[config.mk]
export PLATFORM = sky130hd
export DESIGN_NAME = ctlreg_i2c_slave
export DESIGN_NICKNAME = d
export VERILOG_FILES = /design/src/rtl/ctlreg_pkg.sv /design/src/rtl/ctlreg_line_sync.sv /design/src/rtl/ctlreg_proto_fsm.sv /design/src/rtl/ctlreg_bank.sv /design/src/rtl/ctlreg_i2c_slave.sv
export SDC_FILE = /design/constraint.sdc
export NUM_CORES = 1
export LEC_CHECK = 0
export BUFFER_PORTS_ARGS = -buffer_cell sky130_fd_sc_hd__buf_2
export CORE_MARGIN = 4
export CORE_UTILIZATION = 47
export DETAILED_ROUTE_END_ITERATION = 6
export GPL_ROUTABILITY_DRIVEN = 0
export GPL_TIMING_DRIVEN = 0
export PLACE_DENSITY_LB_ADDON = 0.1
export SLEW_MARGIN = 15
export SYNTH_ARGS = -nofsm -noshare
export SYNTH_HDL_FRONTEND = slang
export SYNTH_SLANG_ARGS = --single-unit
[constraint.sdc]
create_clock -name clk -period 2.7 [get_ports clk]
set_input_delay 0.54 -clock clk [delete_from_list [all_inputs] [get_ports clk]]
set_output_delay 0.54 -clock clk [all_outputs]
set_load 0.05 [all_outputs]
[src/rtl/ctlreg_pkg.sv]
package ctlreg_pkg;
  localparam int NREG = 3;
  localparam int DW   = 8;
  localparam int PW   = $clog2(NREG);

  typedef enum logic [2:0] {
    S_IDLE, S_ADDR, S_ACK, S_SUB, S_WDATA, S_RDATA, S_RACK
  } i2c_st_t;

  // power-on contents of each control register
  function automatic logic [DW-1:0] rst_val(input int idx);
    case (idx)
      0:       rst_val = 8'h90;
      1:       rst_val = 8'h50;
      default: rst_val = 8'h14;
    endcase
  endfunction

  // pointer step with wrap after the last register
  function automatic logic [PW-1:0] next_ptr(input logic [PW-1:0] p);
    next_ptr = (int'(p) == NREG - 1) ? '0 : p + 1'b1;
  endfunction
endpackage

[src/rtl/ctlreg_line_sync.sv]
module ctlreg_line_sync #(
  parameter int STAGES = 2
) (
  input  logic clk,
  input  logic rst_n,
  input  logic scl_i,
  input  logic sda_i,
  output logic sda_s,
  output logic scl_rise,
  output logic scl_fall,
  output logic start_det,
  output logic stop_det
);
  logic [STAGES:0] scl_sh, sda_sh;
  logic scl_s, scl_p, sda_p;

  always_ff @(posedge clk or negedge rst_n) begin
    if (!rst_n) begin
      scl_sh <= '1;
      sda_sh <= '1;
    end else begin
      scl_sh <= {scl_sh[STAGES-1:0], scl_i};
      sda_sh <= {sda_sh[STAGES-1:0], sda_i};
    end
  end

  assign scl_s = scl_sh[STAGES-1];
  assign scl_p = scl_sh[STAGES];
  assign sda_s = sda_sh[STAGES-1];
  assign sda_p = sda_sh[STAGES];

  assign scl_rise  = scl_s & ~scl_p;
  assign scl_fall  = ~scl_s & scl_p;
  assign start_det = scl_s & scl_p & sda_p & ~sda_s;
  assign stop_det  = scl_s & scl_p & ~sda_p & sda_s;
endmodule

[src/rtl/ctlreg_proto_fsm.sv]
module ctlreg_proto_fsm
  import ctlreg_pkg::*;
#(
  parameter logic [5:0] ADDR_HI = 6'b101101
) (
  input  logic          clk,
  input  logic          rst_n,
  input  logic          sda_s,
  input  logic          scl_rise,
  input  logic          scl_fall,
  input  logic          start_det,
  input  logic          stop_det,
  input  logic          addr_sel,
  input  logic [DW-1:0] status_i,
  output logic          sda_oe,
  output logic          wr_en,
  output logic [PW-1:0] wr_idx,
  output logic [DW-1:0] wr_data,
  output logic          addr_eval,
  output logic [DW-1:0] rx_byte,
  output logic          idle
);
  i2c_st_t       state, nxt;
  logic [3:0]    cnt;
  logic [DW-1:0] sh, tx;
  logic [PW-1:0] ptr;
  logic          mack;
  logic          rx_state, byte_done, addr_hit, sub_ok;

  assign rx_state  = (state == S_ADDR) || (state == S_SUB) || (state == S_WDATA);
  assign byte_done = rx_state && scl_fall && (cnt == 4'd8);
  assign addr_hit  = (sh[7:1] == {ADDR_HI, addr_sel});
  assign sub_ok    = (int'(sh) < NREG);
  assign addr_eval = (state == S_ADDR) && byte_done;
  assign wr_en     = (state == S_WDATA) && byte_done;
  assign wr_idx    = ptr;
  assign wr_data   = sh;
  assign rx_byte   = sh;
  assign idle      = (state == S_IDLE);
  assign sda_oe    = (state == S_ACK) || ((state == S_RDATA) && !tx[7]);

  always_ff @(posedge clk or negedge rst_n) begin
    if (!rst_n) begin
      state <= S_IDLE;
      nxt   <= S_IDLE;
      cnt   <= '0;
      sh    <= '0;
      tx    <= '0;
      ptr   <= '0;
      mack  <= 1'b0;
    end else if (start_det) begin
      state <= S_ADDR;
      cnt   <= '0;
    end else if (stop_det) begin
      state <= S_IDLE;
    end else begin
      case (state)
        S_ADDR, S_SUB, S_WDATA: begin
          if (scl_rise && cnt != 4'd8) begin
            sh  <= {sh[DW-2:0], sda_s};
            cnt <= cnt + 4'd1;
          end
          if (byte_done) begin
            cnt <= '0;
            if (state == S_ADDR) begin
              if (addr_hit) begin
                state <= S_ACK;
                nxt   <= sh[0] ? S_RDATA : S_SUB;
              end else begin
                state <= S_IDLE;
              end
            end else if (state == S_SUB) begin
              if (sub_ok) begin
                ptr   <= sh[PW-1:0];
                state <= S_ACK;
                nxt   <= S_WDATA;
              end else begin
                state <= S_IDLE;
              end
            end else begin
              ptr   <= next_ptr(ptr);
              state <= S_ACK;
              nxt   <= S_WDATA;
            end
          end
        end
        S_ACK: if (scl_fall) begin
          state <= nxt;
          cnt   <= '0;
          tx    <= status_i;
        end
        S_RDATA: if (scl_fall) begin
          if (cnt == 4'd7) begin
            state <= S_RACK;
            cnt   <= '0;
          end else begin
            tx  <= {tx[DW-2:0], 1'b0};
            cnt <= cnt + 4'd1;
          end
        end
        S_RACK: begin
          if (scl_rise) mack <= ~sda_s;
          if (scl_fall) begin
            if (mack) begin
              state <= S_RDATA;
              tx    <= status_i;
            end else begin
              state <= S_IDLE;
            end
          end
        end
        default: ;
      endcase
    end
  end
endmodule

[src/rtl/ctlreg_bank.sv]
module ctlreg_bank
  import ctlreg_pkg::*;
(
  input  logic               clk,
  input  logic               rst_n,
  input  logic               wr_en,
  input  logic [PW-1:0]      wr_idx,
  input  logic [DW-1:0]      wr_data,
  output logic [NREG*DW-1:0] regs_flat
);
  for (genvar g = 0; g < NREG; g++) begin : g_reg
    always_ff @(posedge clk or negedge rst_n) begin
      if (!rst_n)
        regs_flat[g*DW +: DW] <= rst_val(g);
      else if (wr_en && (wr_idx == PW'(g)))
        regs_flat[g*DW +: DW] <= wr_data;
    end
  end
endmodule

[src/rtl/ctlreg_i2c_slave.sv]
module ctlreg_i2c_slave
  import ctlreg_pkg::*;
#(
  parameter logic [5:0] ADDR_HI = 6'b101101
) (
  input  logic          clk,
  input  logic          rst_n,
  input  logic          scl_i,
  input  logic          sda_i,
  output logic          sda_oe,
  input  logic          addr_sel,
  input  logic [DW-1:0] status_i,
  output logic          dual_pick,
  output logic          dual_both,
  output logic [2:0]    sw_sel,
  output logic          port_pin,
  output logic          mute_dflt,
  output logic          amute_off,
  output logic [DW-1:0] err_hi,
  output logic [DW-1:0] err_lo
);
  logic sda_s, scl_rise, scl_fall, start_det, stop_det;
  logic wr_en, addr_eval, idle;
  logic [PW-1:0] wr_idx;
  logic [DW-1:0] wr_data, rx_byte;
  logic [NREG*DW-1:0] regs_flat;

  ctlreg_line_sync #(.STAGES(2)) u_sync (
    .clk(clk), .rst_n(rst_n), .scl_i(scl_i), .sda_i(sda_i),
    .sda_s(sda_s), .scl_rise(scl_rise), .scl_fall(scl_fall),
    .start_det(start_det), .stop_det(stop_det)
  );

  ctlreg_proto_fsm #(.ADDR_HI(ADDR_HI)) u_fsm (
    .clk(clk), .rst_n(rst_n), .sda_s(sda_s), .scl_rise(scl_rise),
    .scl_fall(scl_fall), .start_det(start_det), .stop_det(stop_det),
    .addr_sel(addr_sel), .status_i(status_i), .sda_oe(sda_oe),
    .wr_en(wr_en), .wr_idx(wr_idx), .wr_data(wr_data),
    .addr_eval(addr_eval), .rx_byte(rx_byte), .idle(idle)
  );

  ctlreg_bank u_bank (
    .clk(clk), .rst_n(rst_n), .wr_en(wr_en), .wr_idx(wr_idx),
    .wr_data(wr_data), .regs_flat(regs_flat)
  );

  assign dual_pick = regs_flat[7];
  assign dual_both = regs_flat[6];
  assign sw_sel    = regs_flat[5:3];
  assign port_pin  = regs_flat[2];
  assign mute_dflt = regs_flat[1];
  assign amute_off = regs_flat[0];
  assign err_hi    = regs_flat[DW +: DW];
  assign err_lo    = regs_flat[2*DW +: DW];
endmodule

# After elaboration in Yosys (flattened, before gate mapping)
# Index checks and enable logic that the tools add are counted.
[totals]
reg_bits = 59
input_bits = 13
out_inout_bits = 25
wordCells = 118
[op_classes]
add_sub_neg = 2
order_cmp = 1
n_eq_ne = 30
n_mux = 35
bitwise_logic = 14
n_reduce_logical = 24
[ops]
columns = ["op", "count"]
rows = [
  ["$mux W3", 14],
  ["$mux W8", 5],
  ["$mux W4", 7],
  ["$pmux W8 S3", 1],
  ["$reduce_and A6 Y1", 3],
  ["$ne A4 B3 Y1 const B", 4],
  ["$mux W2", 6],
  ["$ne A2 B1 Y1 const B", 6],
  ["$pmux W3 S4", 1],
  ["$pmux W4 S3", 1],
  ["$eq A3 B3 Y1 const B", 3],
  ["$logic_and A1 B1 Y1", 8],
  ["$lt A8 B2 Y1 const B", 1],
  ["$ne A4 B4 Y1 const B", 2],
  ["$reduce_and A4 Y1", 2],
  ["$reduce_and A8 Y1", 1],
  ["$and A1 B1 Y1", 7],
  ["$eq A7 B7 Y1", 1],
  ["$not A1 Y1", 7],
  ["$eq A3 B2 Y1 const B", 2],
  ["$ne A3 B2 Y1 const B", 2],
  ["$reduce_bool A6 Y1", 1],
  ["$reduce_and A5 Y1", 1],
  ["$add A4 B1 Y4 const B", 1],
  ["15 further kinds", 19],
]

# Longest topological paths before layout
[depth]
ltp_word = 9
ltp_mapped = 8

# Modules after synthesis
# A second synthesis with hierarchy kept.
[hier_totals]
cells_unflattened = 234
area_unflattened_um2 = 2817.7
[by_module_without_submodules]
columns = ["mod", "n_inst", "cells_each", "area_each_um2", "seq_area_each_um2"]
rows = [
  ["ctlreg_proto_fsm", 1, 173, 1707.9, 725.7],
  ["ctlreg_bank", 1, 51, 919.6, 608.1],
  ["ctlreg_line_sync", 1, 10, 190.2, 157.7],
]

# Worst setup path before layout
# Ideal clock, no wire load.
[synth_path]
kind = "register to output"
start = "register u_fsm.state[1]"
end = "output sda_oe"
t_arrival_ns = 1.682
required_time_ns = 2.160
slack_ns = 0.478
stages_incl_launch_ff = 4
path_cell_list = "dfrtp_1 > buf_2 > nand3b_2 > o22ai_1"
[synth_via]
elab_chain_len = 3
word_cells_on_any_way = 4
cone_classes = "2 x eq/ne; 2 x reduce/logical"
[synth_rtl]
columns = ["element", "line", "rtl"]
rows = [
  ["from (decl)", "ctlreg_proto_fsm.sv:23", "i2c_st_t state, nxt;"],
  ["from (signal assigned)", "ctlreg_proto_fsm.sv:88", "state <= nxt;"],
  ["$eq A3 B3 Y1", "ctlreg_proto_fsm.sv:40", "assign sda_oe = (state == S_ACK) || ((state == S_RDATA) && !tx[7]);"],
  ["$logic_and A1 B1 Y1", "ctlreg_proto_fsm.sv:40", ""],
  ["$logic_or A1 B1 Y1 *", "ctlreg_proto_fsm.sv:40", ""],
  ["to (decl)", "ctlreg_i2c_slave.sv:10", "output logic sda_oe,"],
]
# Mark *: on every way between the ends. The rest lies on a longest branch, timed or not.

# Final worst setup path
# Same ends and word-level chain as after synthesis.

==> out/results.ini <==
[power_and_ir_drop]
total_power_mw=3.07
p_clk_share_pct=27.4
peakVddDrop_mv=0.603
switching_share_pct=35.4
seqPwrFrac_pct=40.8
leakage_nw=1.62
net-switching-power_mw=1.09
p_int_mw=1.99
p_per_area_nw_per_um2=931
combPwrFrac_pct=31.9

[detailed_routing]
avgViaCountPerCell=5.37
vias=1937
drc=0
first_pass_iters=4
drtAntennaViolNets=0
drt_iter0_markers=108
routed_wl_um=5350
wire_per_inst_um=14.8

[clock_tree]
cts_tree=done
cts_buffers=9
path_clk_slew_ns=0.07
clk_path_buf_depth=2
clk_latency_ns=0.34
post-cts-setup-buffer-count=0
clock_tree.root_cell=clkbuf_8
clock_sinks=59
htreeDepth=3
cts_hold_buf=0
ctsResizeCount=0

[global_routing]
grt_pass1_wl_um=9370
grt_usage_pct=16.4
grt_antenna_before_repair=0
grt_use_met1_pct=23.9
grt_start_max_net_pins=60
grt.met2_usage_pct=22.2
gr-total-overflow=0
grt_busiest_layer=met1
use_met3_pct=5.83
grt_pass1_vias=1844

[timing]
rsz0062_at_grt=false
clock_skew_ns=0.00882
final-setup-viol-count=0
max_freq_mhz=425
tns_ns=0
hold_violations=0
finalMaxSlewViolations=0
max_slew_margin_pct=51.0
post-route-period-util_pct=87.1
fin_ws_ns=0.347
worstMarginPinSlew_ns=0.735
period_minus_slack_ns=2.35

[critical_path]
reg2reg_depth=8
cp-start-kind=flop
path_max_fanout=10
cp-startpoint=u_fsm.state[1]$_DFFE_PN0P_
path_class=flop to primary output
arrival_ns=1.81
r2r_setup_slack_ns=0.56
worstSetupEndpoint=sda_oe
timing.rr.start=u_fsm.cnt[0]$_DFFE_PN0P_
required_ns=2.16
end_kind=primary output
rr_endpoint=u_fsm.cnt[3]$_DFFE_PN0P_

[flow_run]
cap_violations=0

[floorplanning]
rows=27
die_w_um=85.4
start_util_pct=49.9
die_h_um=85.4
dieArea_um2=7290
ios=38
coreArea_um2=5640

[min_path]
holdCritPathClass=input port to async pin

[logic_synthesis]
syn_inst=236
synth_warnings=0
synth_ff_type=dfrtp_1
synth.distinct_cells=49
ys_seq_area_share_pct=53.0
async_flop_share_pct=100
synth_edf_count=0
synth_seq_cells=59
syn-cell-area_um2=2810
synthesis.nets=251
syn_avg_cell_area_um2=11.9

[cells_and_area]
instances_no_fill=361
drive_above_1_share_pct=40.5
fin_nets=299
diodes=0
fillers=481
synthToLayoutAreaGrowth_pct=17.4

[placement]
dp_slack_ns=0.516
hpwl_um=3710
placed_cells=345
port_buffers=37

[run_status]
outcome=completed

[flip-flops by register name (all words and copies together) (netlist names)]
register	cells
u_fsm.tx	8
u_fsm.wr_idx	2
u_sync.sda_sh	3
u_fsm.rx_byte	8
u_fsm.state	3
u_bank.regs_flat	24
u_sync.scl_sh	3
u_fsm.cnt	4
u_fsm.mack	1
u_fsm.nxt	3
[cells in the mapped netlist (3+ instances only)]
cell	n	area [um^2]
dfrtp_1	47	1180
mux2_2	37	417
nand2_1	24	90.1
o21ai_0	17	85.1
dfstp_2	12	315
mux2i_1	10	100
nand3_1	6	30.0
nor2b_1	6	37.5
buf_2	5	25.0
inv_1	5	18.8
nand2b_1	5	31.3
nor2_1	5	18.8
a31oi_1	4	25.0
nand3b_1	4	30.0
a21oi_1	3	15.0
nor3_1	3	15.0
o22ai_1	3	18.8
[worst max-delay path: stages, from the launching register on]
cell and delay (ns):
dfrtp_1 0.46, buf_2 0.21, nand3b_2 0.33, o22ai_1 0.18, buf_2 0.29
[layer usage]
metal | wire (um) | share of wire [%]
met4 | 74 | 1.4
met2 | 2290 | 43
met5 | 0 | 0
met3 | 300 | 5.6
met1 | 2680 | 50
[worst min-delay path by stage]
stage	from	to	slack, ns	cells past startpoint
after floorplan	rst_n	u_bank.regs_flat[0]$_DFFE_PN0P_	0.24	0
final	rst_n	u_bank.regs_flat[10]$_DFFE_PN0P_	0.26	1
after detailed placement	u_sync.scl_sh[0]$_DFF_PN1_	u_sync.scl_sh[1]$_DFF_PN1_	0.35	0
after global routing	scl_i	u_sync.scl_sh[0]$_DFF_PN1_	0.28	1
after CTS	rst_n	u_fsm.tx[6]$_DFFE_PN0P_	0.28	1
after global placement	u_sync.scl_sh[0]$_DFF_PN1_	u_sync.scl_sh[1]$_DFF_PN1_	0.35	0
[final cells by class]
| type | count | area (um^2) | area share (%) |
|---|---|---|---|
| timing repair buffer | 37 | 188 | 5.68 |
| clock inverter | 5 | 60.1 | 1.82 |
| buffer | 11 | 66.3 | 2.01 |
| sequential | 59 | 1490 | 45.2 |
| multi-input combinational | 161 | 1240 | 37.5 |
| tap | 72 | 90.1 | 2.73 |
| clock buffer | 11 | 151 | 4.58 |
| inverter | 5 | 18.8 | 0.568 |
[placed cells by master, fill, tap and decap left out, types with 6 or more instances in the layout]
cell type,synthesis,final
buf_2,5,41
mux2_2,37,37
nand2_1,24,24
mux2i_1,10,10
nand3_1,6,6
nor2b_1,6,6
o21ai_0,17,17
dfrtp_1,47,47
clkbuf_8,0,11
dfstp_2,12,12
[stage by stage]
step | area, um^2 | util (%) | hold slack (ns)
finish | 3300 | 58.5 | 0.262
global route | 3300 | 58.5 | 0.278
CTS | 3300 | 58.5 | 0.282
detailed placement | 3090 | 54.8 | 0.347
global placement | 3090 | 54.8 | 0.346
floorplan | 2810 | - | 0.244
[logic make-up after synthesis]
family / count (synthesis) / share of synthesized area, %
xor+xnor: 2 / 0.623
mux: 47 / 18.4
fa+ha+maj: 2 / 0.889
simple gates: 69 / 14.2
compound gates: 41 / 9.92
flops: 59 / 53.0
buf+inv: 16 / 3.02
[power groups by stage]
stage	Clock (mW)	Combinational (mW)	Sequential [mW]
floorplan	0	0.728	1.29
global placement	0	0.973	1.26
detailed placement	0	0.985	1.27
CTS	0.871	0.989	1.25
global route	0.914	1.10	1.28
finish	0.841	0.980	1.25
(Power assumes the default switching activity.)
